===== config.mk =====
export PLATFORM = sky130hd
export DESIGN_NAME = eeprom_page_writer
export DESIGN_NICKNAME = d
export VERILOG_FILES = /design/src/rtl/epw_pkg.sv /design/src/rtl/eeprom_req_check.sv /design/src/rtl/eeprom_cmd_fmt.sv /design/src/rtl/eeprom_spi_shifter.sv /design/src/rtl/eeprom_page_writer.sv
export SDC_FILE = /design/constraint.sdc
export NUM_CORES = 1
export LEC_CHECK = 0
export ABC_AREA = 1
export BUFFER_PORTS_ARGS = -buffer_cell sky130_fd_sc_hd__buf_2
export CAP_MARGIN = 20
export CORE_ASPECT_RATIO = 0.9
export CORE_MARGIN = 2
export CORE_UTILIZATION = 45
export CTS_CLUSTER_SIZE = 25
export DETAILED_ROUTE_END_ITERATION = 7
export PLACE_DENSITY = 0.62
export SKIP_LAST_GASP = 1
export SYNTH_ARGS = -nofsm -noshare
export SYNTH_HDL_FRONTEND = slang
export SYNTH_SLANG_ARGS = --single-unit

===== constraint.sdc =====
create_clock -name clk -period 4.8 [get_ports clk]
set_clock_uncertainty 0.1 [all_clocks]
set_input_delay 0.48 -clock clk [delete_from_list [all_inputs] [get_ports clk]]
set_output_delay 0.48 -clock clk [all_outputs]
set_load 0.01 [all_outputs]

===== src/rtl/epw_pkg.sv =====
package epw_pkg;
   typedef enum logic [1:0] {ST_IDLE, ST_WAIT, ST_SHIFT, ST_WORD} epw_state_e;
   typedef enum logic [2:0] {SP_POLL_OP, SP_POLL_RD, SP_WREN, SP_WROP, SP_ADDR, SP_DATA} epw_step_e;
   typedef enum logic [1:0] {RT_POLL, RT_WREN, RT_WROP, RT_FIN} epw_ret_e;

   localparam logic [7:0] OPC_STATUS = 8'h05;
   localparam logic [7:0] OPC_WENA   = 8'h06;
   localparam logic [7:0] OPC_WRITE  = 8'h02;
   localparam logic [7:0] OPC_HI_ADR = 8'h08;
endpackage


===== src/rtl/eeprom_req_check.sv =====
module eeprom_req_check #(
   parameter int REQ_W     = 16,
   parameter int DEV_WORDS = 256
) (
   input  logic [REQ_W-1:0] ofs,
   input  logic [REQ_W-1:0] cnt,
   output logic             bad
);
   localparam logic [REQ_W:0] DEV_L = (REQ_W+1)'(DEV_WORDS);

   logic [REQ_W:0] ofs_x, cnt_x, room;

   always_comb begin
      ofs_x = {1'b0, ofs};
      cnt_x = {1'b0, cnt};
      room  = DEV_L - ofs_x;
      bad   = (ofs_x >= DEV_L) || (cnt_x == '0) || (cnt_x > room);
   end
endmodule


===== src/rtl/eeprom_cmd_fmt.sv =====
module eeprom_cmd_fmt #(
   parameter int OPC_W  = 8,
   parameter int ADDR_W = 8,
   parameter int REQ_W  = 16
) (
   input  logic [REQ_W-1:0]  word_ofs,
   output logic [OPC_W-1:0]  wr_opc,
   output logic [ADDR_W-1:0] byte_addr
);
   import epw_pkg::*;

   logic [REQ_W+ADDR_W:0] ext;

   always_comb begin
      ext       = {{ADDR_W{1'b0}}, word_ofs, 1'b0};
      byte_addr = ext[ADDR_W-1:0];
   end

   generate
      if (ADDR_W == 8) begin : g_hi_flag
         always_comb begin
            wr_opc = OPC_W'(OPC_WRITE);
            if (word_ofs >= REQ_W'(128)) wr_opc = OPC_W'(OPC_WRITE | OPC_HI_ADR);
         end
      end else begin : g_plain
         assign wr_opc = OPC_W'(OPC_WRITE);
      end
   endgenerate
endmodule


===== src/rtl/eeprom_spi_shifter.sv =====
module eeprom_spi_shifter #(
   parameter int CLK_DIV = 4,
   parameter int MAXB    = 16
) (
   input  logic                          clk,
   input  logic                          rst_n,
   input  logic                          start,
   input  logic [$clog2(MAXB+1)-1:0]     nbits,
   input  logic [MAXB-1:0]               tx,
   input  logic                          rx_mode,
   input  logic                          miso,
   output logic                          sck,
   output logic                          mosi,
   output logic                          busy,
   output logic                          done,
   output logic [MAXB-1:0]               rx
);
   localparam int NB_W  = $clog2(MAXB+1);
   localparam int DIV_W = (CLK_DIV > 1) ? $clog2(CLK_DIV) : 1;

   logic [MAXB-1:0]  shreg;
   logic [NB_W-1:0]  left;
   logic [DIV_W-1:0] cnt;
   logic             hi, rxm;

   always_ff @(posedge clk or negedge rst_n) begin
      if (!rst_n) begin
         sck <= 1'b0; mosi <= 1'b0; busy <= 1'b0; done <= 1'b0;
         rx <= '0; shreg <= '0; left <= '0; cnt <= '0; hi <= 1'b0; rxm <= 1'b0;
      end else begin
         done <= 1'b0;
         if (!busy) begin
            if (start) begin
               busy  <= 1'b1;
               shreg <= tx << (MAXB - int'(nbits));
               left  <= nbits;
               hi    <= 1'b0;
               cnt   <= '0;
               rxm   <= rx_mode;
               rx    <= '0;
               mosi  <= rx_mode ? 1'b0 : tx[nbits - NB_W'(1)];
            end
         end else if (cnt == DIV_W'(CLK_DIV-1)) begin
            cnt <= '0;
            if (!hi) begin
               sck <= 1'b1;
               hi  <= 1'b1;
            end else begin
               sck   <= 1'b0;
               hi    <= 1'b0;
               rx    <= {rx[MAXB-2:0], miso};
               shreg <= shreg << 1;
               left  <= left - NB_W'(1);
               if (left == NB_W'(1)) begin
                  busy <= 1'b0;
                  done <= 1'b1;
                  mosi <= 1'b0;
               end else begin
                  mosi <= rxm ? 1'b0 : shreg[MAXB-2];
               end
            end
         end else begin
            cnt <= cnt + DIV_W'(1);
         end
      end
   end

   AST_RX_MOSI_LOW: assert property (@(posedge clk) disable iff (!rst_n)
      (busy && rxm) |-> !mosi);
   AST_SCK_ONLY_BUSY: assert property (@(posedge clk) disable iff (!rst_n)
      !busy |-> !sck);
   AST_START_WHEN_IDLE: assert property (@(posedge clk) disable iff (!rst_n)
      start |-> !busy);
   AST_MOSI_STABLE_HIGH: assert property (@(posedge clk) disable iff (!rst_n)
      (sck && $past(sck)) |-> $stable(mosi));
endmodule


===== src/rtl/eeprom_page_writer.sv =====
module eeprom_page_writer #(
   parameter int CLK_DIV    = 4,
   parameter int OPC_W      = 8,
   parameter int ADDR_W     = 8,
   parameter int PAGE_BYTES = 32,
   parameter int DEV_WORDS  = 256,
   parameter int REQ_W      = 16,
   parameter int MAX_POLLS  = 1000,
   parameter int POLL_GAP   = 250,
   parameter int SETTLE     = 500000
) (
   input  logic             clk,
   input  logic             rst_n,
   input  logic             req_valid,
   output logic             req_ready,
   input  logic [REQ_W-1:0] req_offset,
   input  logic [REQ_W-1:0] req_count,
   input  logic             wd_valid,
   output logic             wd_ready,
   input  logic [15:0]      wd_data,
   output logic             done,
   output logic             err,
   output logic             spi_sck,
   output logic             spi_cs_n,
   output logic             spi_mosi,
   input  logic             spi_miso
);
   import epw_pkg::*;

   localparam int MAXB   = 16;
   localparam int NB_W   = $clog2(MAXB+1);
   localparam int POLL_W = $clog2(MAX_POLLS+1);
   localparam int CS_GAP = 2*CLK_DIV;
   localparam logic [REQ_W:0] PG_MASK = (REQ_W+1)'(PAGE_BYTES-1);

   if ((PAGE_BYTES & (PAGE_BYTES-1)) != 0 || PAGE_BYTES < 2) begin : g_chk_page
      $error("PAGE_BYTES must be a power of two, at least 2");
   end
   if (OPC_W < 8 || OPC_W > MAXB) begin : g_chk_opc
      $error("OPC_W out of range");
   end
   if (ADDR_W < 1 || ADDR_W > MAXB) begin : g_chk_addr
      $error("ADDR_W out of range");
   end
   if (CLK_DIV < 1 || MAX_POLLS < 1 || POLL_GAP < 1 || SETTLE < 1) begin : g_chk_time
      $error("timing parameters must be positive");
   end

   epw_state_e       state;
   epw_step_e        step;
   epw_ret_e         ret;
   logic [REQ_W-1:0] cur, left;
   logic [POLL_W-1:0] polls;
   logic [31:0]      wcnt;

   logic             sh_start, sh_rxm, sh_busy, sh_done;
   logic [NB_W-1:0]  sh_bits;
   logic [MAXB-1:0]  sh_tx, sh_rx;

   logic             req_bad;
   logic [OPC_W-1:0] wr_opc;
   logic [ADDR_W-1:0] byte_addr;
   logic [REQ_W:0]   next_b;
   logic             page_end;

   eeprom_req_check #(.REQ_W(REQ_W), .DEV_WORDS(DEV_WORDS)) u_chk (
      .ofs(req_offset), .cnt(req_count), .bad(req_bad));

   eeprom_cmd_fmt #(.OPC_W(OPC_W), .ADDR_W(ADDR_W), .REQ_W(REQ_W)) u_fmt (
      .word_ofs(cur), .wr_opc(wr_opc), .byte_addr(byte_addr));

   eeprom_spi_shifter #(.CLK_DIV(CLK_DIV), .MAXB(MAXB)) u_shf (
      .clk(clk), .rst_n(rst_n), .start(sh_start), .nbits(sh_bits), .tx(sh_tx),
      .rx_mode(sh_rxm), .miso(spi_miso), .sck(spi_sck), .mosi(spi_mosi),
      .busy(sh_busy), .done(sh_done), .rx(sh_rx));

   assign req_ready = (state == ST_IDLE);
   assign wd_ready  = (state == ST_WORD);
   assign next_b    = {cur + REQ_W'(1), 1'b0};
   assign page_end  = (next_b & PG_MASK) == '0;

   always_ff @(posedge clk or negedge rst_n) begin
      if (!rst_n) begin
         state <= ST_IDLE; step <= SP_POLL_OP; ret <= RT_POLL;
         cur <= '0; left <= '0; polls <= '0; wcnt <= '0;
         spi_cs_n <= 1'b1; done <= 1'b0; err <= 1'b0;
         sh_start <= 1'b0; sh_rxm <= 1'b0; sh_bits <= '0; sh_tx <= '0;
      end else begin
         done     <= 1'b0;
         err      <= 1'b0;
         sh_start <= 1'b0;
         unique case (state)
            ST_IDLE: if (req_valid) begin
               if (req_bad) begin
                  done <= 1'b1;
                  err  <= 1'b1;
               end else begin
                  cur <= req_offset; left <= req_count; polls <= '0;
                  spi_cs_n <= 1'b0;
                  sh_start <= 1'b1; sh_rxm <= 1'b0;
                  sh_bits <= NB_W'(OPC_W); sh_tx <= MAXB'(OPC_STATUS);
                  step <= SP_POLL_OP; state <= ST_SHIFT;
               end
            end
            ST_WAIT: if (wcnt == '0) begin
               unique case (ret)
                  RT_FIN: begin
                     done <= 1'b1;
                     state <= ST_IDLE;
                  end
                  RT_POLL: begin
                     spi_cs_n <= 1'b0; sh_start <= 1'b1; sh_rxm <= 1'b0;
                     sh_bits <= NB_W'(OPC_W); sh_tx <= MAXB'(OPC_STATUS);
                     step <= SP_POLL_OP; state <= ST_SHIFT;
                  end
                  RT_WREN: begin
                     spi_cs_n <= 1'b0; sh_start <= 1'b1; sh_rxm <= 1'b0;
                     sh_bits <= NB_W'(OPC_W); sh_tx <= MAXB'(OPC_WENA);
                     step <= SP_WREN; state <= ST_SHIFT;
                  end
                  default: begin
                     spi_cs_n <= 1'b0; sh_start <= 1'b1; sh_rxm <= 1'b0;
                     sh_bits <= NB_W'(OPC_W); sh_tx <= MAXB'(wr_opc);
                     step <= SP_WROP; state <= ST_SHIFT;
                  end
               endcase
            end else begin
               wcnt <= wcnt - 32'd1;
            end
            ST_WORD: if (wd_valid) begin
               sh_start <= 1'b1; sh_rxm <= 1'b0; sh_bits <= NB_W'(16);
               sh_tx <= MAXB'({wd_data[7:0], wd_data[15:8]});
               step <= SP_DATA; state <= ST_SHIFT;
            end
            default: if (sh_done) begin
               unique case (step)
                  SP_POLL_OP: begin
                     sh_start <= 1'b1; sh_rxm <= 1'b1; sh_bits <= NB_W'(8); sh_tx <= '0;
                     step <= SP_POLL_RD;
                  end
                  SP_POLL_RD: begin
                     spi_cs_n <= 1'b1;
                     state    <= ST_WAIT;
                     if (!sh_rx[0]) begin
                        wcnt <= 32'(CS_GAP-1); ret <= RT_WREN;
                     end else if (polls == POLL_W'(MAX_POLLS-1)) begin
                        done <= 1'b1; err <= 1'b1; state <= ST_IDLE;
                     end else begin
                        polls <= polls + POLL_W'(1);
                        wcnt <= 32'(POLL_GAP-1); ret <= RT_POLL;
                     end
                  end
                  SP_WREN: begin
                     spi_cs_n <= 1'b1; wcnt <= 32'(CS_GAP-1);
                     ret <= RT_WROP; state <= ST_WAIT;
                  end
                  SP_WROP: begin
                     sh_start <= 1'b1; sh_rxm <= 1'b0; sh_bits <= NB_W'(ADDR_W);
                     sh_tx <= MAXB'(byte_addr);
                     step <= SP_ADDR;
                  end
                  SP_ADDR: state <= ST_WORD;
                  default: begin
                     cur  <= cur + REQ_W'(1);
                     left <= left - REQ_W'(1);
                     if (left == REQ_W'(1)) begin
                        spi_cs_n <= 1'b1; wcnt <= 32'(SETTLE-1);
                        ret <= RT_FIN; state <= ST_WAIT;
                     end else if (page_end) begin
                        spi_cs_n <= 1'b1; polls <= '0; wcnt <= 32'(CS_GAP-1);
                        ret <= RT_POLL; state <= ST_WAIT;
                     end else begin
                        state <= ST_WORD;
                     end
                  end
               endcase
            end
         endcase
      end
   end

   AST_DONE_ONE_CYCLE: assert property (@(posedge clk) disable iff (!rst_n)
      done |=> !done);
   AST_ERR_WITH_DONE: assert property (@(posedge clk) disable iff (!rst_n)
      err |-> done);
   AST_CS_HIGH_IDLE: assert property (@(posedge clk) disable iff (!rst_n)
      (state == ST_IDLE) |-> spi_cs_n);
   AST_SCK_LOW_CS_HIGH: assert property (@(posedge clk) disable iff (!rst_n)
      spi_cs_n |-> !spi_sck);
   AST_BAD_REQ_ERR: assert property (@(posedge clk) disable iff (!rst_n)
      (req_valid && req_ready && req_bad) |=> (done && err && spi_cs_n));
   AST_WORD_HOLD: assert property (@(posedge clk) disable iff (!rst_n)
      (wd_ready && !wd_valid) |=> wd_ready);
   AST_POLL_BOUND: assert property (@(posedge clk) disable iff (!rst_n)
      polls < POLL_W'(MAX_POLLS));
endmodule


=== Word-level counts from Yosys, hierarchy flattened ===
Index checks and enable logic that the tools add are counted.
Widths: inputs -> output; s select.

* Bits in registers: 136
* Bits in latches: 0
* RAM bits: 0
* Bits in read-only memories: 0
* Input port bits: 53
* Output and inout bits: 7
* Logic and storage cells: 250
* Memories kept: 0

* $add $sub $neg: 9
* Multiply operators: 0
* Div/mod/pow operators: 0
* Order comparisons: 4
* Equality and inequality tests: 30
* Shifts and indexed selects: 1
* Multiplexer cells: 137
* Bitwise logic cells: 6
* Reduce and logical (&&, ||, !) cells: 39

{| class="wikitable"
|+ Operator list
! kind !! count
|-
| $mux 16 || 13
|-
| $mux 32 || 6
|-
| $pmux 16 s2 || 3
|-
| $pmux 16 s3 || 2
|-
| $pmux 32 s3 || 1
|-
| $mux 10 || 7
|-
| $pmux 32 s2 || 1
|-
| $mux 15 || 4
|-
| $mux 5 || 11
|-
| $mux 1 || 51
|-
| $pmux 10 s2 || 2
|-
| $logic_not 32->1 || 1
|-
| $shl 16x32->15 || 1
|-
| $sub 32x1->32 const B || 1
|-
| $mux 2 || 15
|-
| $pmux 3 s3 || 2
|-
| $gt 16x17->1 || 1
|-
| $logic_not 17->1 || 1
|-
| $sub 9x16->17 const A || 1
|-
| $add 16x1->16 const B || 1
|-
| $eq 16x1->1 const B || 1
|-
| $ge 16x8->1 const B || 1
|-
| $ge 16x9->1 const B || 1
|-
| $logic_not 16->1 || 1
|-
| other kinds (48) || 97
|}

=== Depth between registers and ports, before layout ===
* Depth after elaboration: 7
* Mapped depth: 22
* Mapped depth without buffers: 21

=== Modules after synthesis ===
Synthesis repeated with hierarchy kept, for this count alone.

* Cells, all modules: 1545
* Area total of the unflattened synthesis: 10478.8 um2

{| class="wikitable"
|+ Modules (own cells, without submodules)
! module !! instances !! cells an instance !! area an instance (um2) !! seq. area each (um2)
|-
| eeprom_page_writer || 1 || 991 || 6777.8 || 2603.7
|-
| eeprom_spi_shifter || 1 || 391 || 2710.1 || 1101.1
|-
| eeprom_req_check || 1 || 139 || 840.8 || 0.0
|-
| eeprom_cmd_fmt || 1 || 24 || 150.1 || 0.0
|}

=== Least setup slack after synthesis ===
No wires, ideal clock.

* Kind: input-to-reg
* Start: input req_offset[1]
* End: register step[2]
* Setup time: 117 ps
* Arrival time: 2657 ps
* Data required time: 4583 ps
* Slack: 1926 ps
* Cell stages on the path: 19
* Buffers on the path: 1
* Cell sequence: inv_1 > ha_1 > nand2_1 > nor2_2 > o21ai_0 > inv_1 > nand3_1 > xnor2_1 > ha_1 > nand2_1 > nor4_1 > nand4_1 > nand2_1 > nand2_2 > nand2_4 > nand3_1 > buf_2 > nand2_1 > nand2_1

* Longest elaborated chain between the ends: 5
* Elaborated cells on any way between the ends: 7
* Classes of those cells: add/sub: 1; order compare: 2; eq/ne: 1; reduce/logical: 3

{| class="wikitable"
|+ RTL lines
! item !! RTL line !! source
|-
| start: declaration || eeprom_page_writer.sv:16 || <nowiki>input logic [REQ_W-1:0] req_offset,</nowiki>
|-
| $sub 9x16->17 or $ge 16x9->1 (tied branches) || eeprom_req_check.sv:16, eeprom_req_check.sv:17 ||
|-
| $gt 16x17->1 or $logic_or 1x1->1 (tied branches) || eeprom_req_check.sv:17 || <nowiki>bad = (ofs_x >= DEV_L) || (cnt_x == '0) || (cnt_x > room);</nowiki>
|-
| $logic_or 1x1->1 (*) || eeprom_req_check.sv:17 ||
|-
| $ne 2x2->1 (no source line) (*) || -- ||
|-
| $reduce_and 7->1 (no source line) (*) || -- ||
|-
| end signal: assignment || eeprom_page_writer.sv:84 || <nowiki>state <= ST_IDLE; step <= SP_POLL_OP; ret <= RT_POLL;</nowiki>
|-
| end signal: assignment || eeprom_page_writer.sv:102 || <nowiki>step <= SP_POLL_OP; state <= ST_SHIFT;</nowiki>
|-
| end signal: assignment || eeprom_page_writer.sv:114 || <nowiki>step <= SP_POLL_OP; state <= ST_SHIFT;</nowiki>
|-
| end: declaration || eeprom_page_writer.sv:50 || <nowiki>epw_step_e step;</nowiki>
|}

Mark *: on every way between the ends. The rest lies on a longest branch, timed or not.
A chain may end at the register's enable or synchronous reset.

=== Worst setup path in the final report ===
* Start: input req_offset[0]
* End: register sh_tx[5]

* Longest elaborated chain between the ends: 5
* Elaborated cells on any way between the ends: 7
* Classes of those cells: add/sub: 1; order compare: 2; eq/ne: 1; reduce/logical: 3

{| class="wikitable"
|+ RTL lines
! item !! RTL line !! source
|-
| $sub 9x16->17 or $ge 16x9->1 (tied branches) || eeprom_req_check.sv:16, eeprom_req_check.sv:17 ||
|-
| $gt 16x17->1 or $logic_or 1x1->1 (tied branches) || eeprom_req_check.sv:17 ||
|-
| $logic_or 1x1->1 (*) || eeprom_req_check.sv:17 ||
|-
| $ne 2x2->1 (no source line) (*) || -- ||
|-
| $reduce_and 7->1 (no source line) (*) || -- ||
|-
| end signal: assignment || eeprom_page_writer.sv:101 || <nowiki>sh_bits <= NB_W'(OPC_W); sh_tx <= MAXB'(OPC_STATUS);</nowiki>
|-
| end signal: assignment || eeprom_page_writer.sv:113 || <nowiki>sh_bits <= NB_W'(OPC_W); sh_tx <= MAXB'(OPC_STATUS);</nowiki>
|-
| end signal: assignment || eeprom_page_writer.sv:118 || <nowiki>sh_bits <= NB_W'(OPC_W); sh_tx <= MAXB'(OPC_WENA);</nowiki>
|-
| end: declaration || eeprom_page_writer.sv:58 || <nowiki>logic [MAXB-1:0] sh_tx, sh_rx;</nowiki>
|}

Marked as above.

==> impl_metrics.tcl <==
set metrics [dict create \
    cts_resized 0 \
    async_reset_ff_frac 1.00 \
    drv_slew 0 \
    antenna_found_initial 0 \
    r2r-end "sh_tx[5]" \
    synth_edf_count 0 \
    fin_cells 1580 \
    grt_usage 0.225 \
    slew_headroom 0.357 \
    start_kind "input pin" \
    synthFlopType "dfrtp_1" \
    ff2ff_setup_slack_ps 1590 \
    path_class "input pin to flip-flop" \
    syn_area_sq_um 8980 \
    synth_area_per_cell_sq_um 7.06 \
    whs_ps 75.1 \
    slowest_stage "nand3_1" \
    vias 8400 \
    cts_max_path_buffers 2 \
    via_per_inst 5.32 \
    routed_wl_microns 23200 \
    path_buf_inv 3 \
    cp_common_cell "nand2_1" \
    dpl.hpwl_microns 16800 \
    critPathMaxFanout 41 \
    irDropWorstVdd_v 0.000257 \
    cts-buffers-inserted 17 \
    route.detailed.drc 0 \
    drtPass1Iterations 5 \
    rows 49 \
    crit_chain "buf_2 -> inv_1 -> ha_1 -> nand2_1 -> nor2_2 -> o21ai_0 -> inv_1 -> nand3_1 -> xnor2_1 -> ha_1 -> nand2_1 -> nor4_1 -> nand4_1 -> nand2_1 -> nand2_2 -> nand2_4 -> nand3_1 -> nand2_1 -> nand2_1" \
    clkLatencyLatePin_ps 430 \
    tightest_slew_ps 965 \
    postCtsHoldBufs 0 \
    yosysTopAreaCell "dfrtp_1" \
    grt_max_degree 103 \
    antenna_cells 0 \
    endpoint_kind "flip-flop" \
    grt.overflow.total 0 \
    period_share 0.786 \
    r2r_cells 11 \
    cts_max_level 4 \
    max_stage_delay_ps 660 \
    dpl_cell_area_sq_um 9420 \
    drv_cap 0 \
    p_leak_nw 5.02 \
    rsz0062_at_grt "no" \
    yosysWarnings 0 \
    core_sq_um 19800 \
    hp-class "input pin to async pin" \
    drive_above_1_share 0.0974 \
    syn_inst 1273 \
    synth_area_leaders "dfrtp_1, nand2_1, nor2_1" \
    gp_congestion 0.905 \
    setup_tns_ps 0 \
    p_per_area_nw_per_um2 635 \
    cts_sinks 133 \
    die_y_microns 138 \
    clk_pin_slew_ps 70 \
    rr_startpoint "wcnt[0]" \
    fp.dieW_microns 153 \
    cts_tree "done" \
    post-cts-setup-buffer-count 0 \
    port_buffers 59 \
    finalHoldViolCount 0 \
    status "finished clean" \
    synth_top_area_share 0.368 \
    ys_types 50 \
    max_clock_freq_mhz 265 \
    path_delay_family "simple AND/OR/NAND/NOR gates" \
    cp.required_ps 5020 \
    setup_viol 0 \
    grt_pass1_wl_microns 39100 \
    ant_nets 0 \
    nets 1396 \
    yosysSeqAreaShare 0.371 \
    start_util 0.454 \
    synth_nets 1357 \
    crit_arrival_ps 3990 \
    drt_iter0_markers 655 \
    grt_pass1_vias 7867 \
    ys_seq_elements 133 \
    dp.cells 1548 \
    ios 60 \
    die_area_sq_um 21100 \
    power_w 0.00636 \
    stdcell_area_sq_um 10000 \
    wire_per_inst_microns 14.7 \
    period_needed_ps 3770 \
    root_buffer "clkbuf_16" \
    area_growth_pct 11.6 \
]
[flip-flops by register name, indices dropped and copies added, names as in the netlist, 2 cells and up]
name and flops:
ret 2, left 16, u_shf.cnt 2, wcnt 32, u_shf.left 5, step 3, sh_bits 2, sh_tx 16
polls 10, state 2, u_shf.shreg 15, cur 16
[synthesized netlist by cell type (all sizes together) (4+ instances only)]
library cell and n:
a21oi 33, a22oi 13, a31oi 4, buf 26, clkbuf 20, dfrtp 132, ha 31, inv 127
mux2i 6, nand2 356, nand3 78, nand4 43, nor2 156, nor3 21, nor4 11, o21ai 132
o31ai 4, or2 5, xnor2 8, xor2 43
[worst max path at each step]
stage | startpoint | to | slack [ps] | cells after the start
CTS | req_offset[0] | step[0] | 1070 | 19
global placement | req_offset[0] | sh_tx[13] | 780 | 19
floorplan | req_offset[1] | step[2] | 1930 | 19
finish | req_offset[0] | sh_tx[5] | 1030 | 19
detailed placement | req_offset[0] | step[0] | 630 | 19
global route | req_offset[0] | step[0] | 640 | 19
[layout by cell type, fill, tap and decap left out, types with 4 or more instances in the layout]
master     count
o21ai_0       94
nor2_2         4
a31oi_1        4
inv_6          4
o21ai_1       37
o31ai_1        4
a21oi_1       32
xor2_1        43
ha_1          30
buf_2         58
nand3_1       78
clkbuf_16     17
buf_4          7
inv_8          5
dfrtp_1      132
a22oi_1       13
nor4_1         9
nand2_1      352
xnor2_1        8
or2_2          5
inv_1        124
nor2_1       150
mux2i_1        6
nor3_1        18
nand4_1       41
[report_power, final]
group	total [W]	switching, W	internal [W]
registers	0.00179	0.000338	0.00145
logic	0.00323	0.00218	0.00106
clock network	0.00134	0.000594	0.000746
total	0.00636	0.00311	0.00325
[worst register-to-register path, stage by stage (launching register included)]
cell	delay, ps
dfrtp_1	420
inv_1	100
ha_1	170
inv_1	90
nor2_4	210
nand2_2	110
inv_2	120
nand4_2	160
a21oi_4	580
nand3_1	720
nand2_1	250
nand2_1	70
[per-layer routing]
metal | wire length, microns | global-route usage
met5 | 0 | 0
met4 | 283 | 0.0556
met3 | 1120 | 0.0395
met2 | 10200 | 0.346
met1 | 11600 | 0.331
[cell type report]
| cell class | instances | area (sq um) |
|---|---|---|
| repair buffers | 66 | 354 |
| multi-input cells | 966 | 4940 |
| clock inverters | 15 | 178 |
| flip-flops and latches | 133 | 3330 |
| well taps | 255 | 319 |
| clock buffers | 17 | 425 |
| fillers | 1986 | 9780 |
| inverters | 128 | 480 |
[metrics by stage]
step	util	setup WS (ps)
final	0.506	1030
after global routing	0.506	644
after CTS	0.506	1070
after detailed placement	0.476	631
after global placement	0.476	780
after floorplan	-	1930
[logic make-up after synthesis]
logic type / after synthesis / synth area share
AND/OR/NAND/NOR: 674 / 0.323
AO/OA/AOI/OAI: 203 / 0.125
buffers and inverters: 174 / 0.0800
flip-flops: 133 / 0.371
XOR/XNOR: 51 / 0.0497
adder cells (fa/ha/maj): 31 / 0.0432
multiplexers: 7 / 0.00794
No activity file was read; power rests on OpenSTA's default activity.
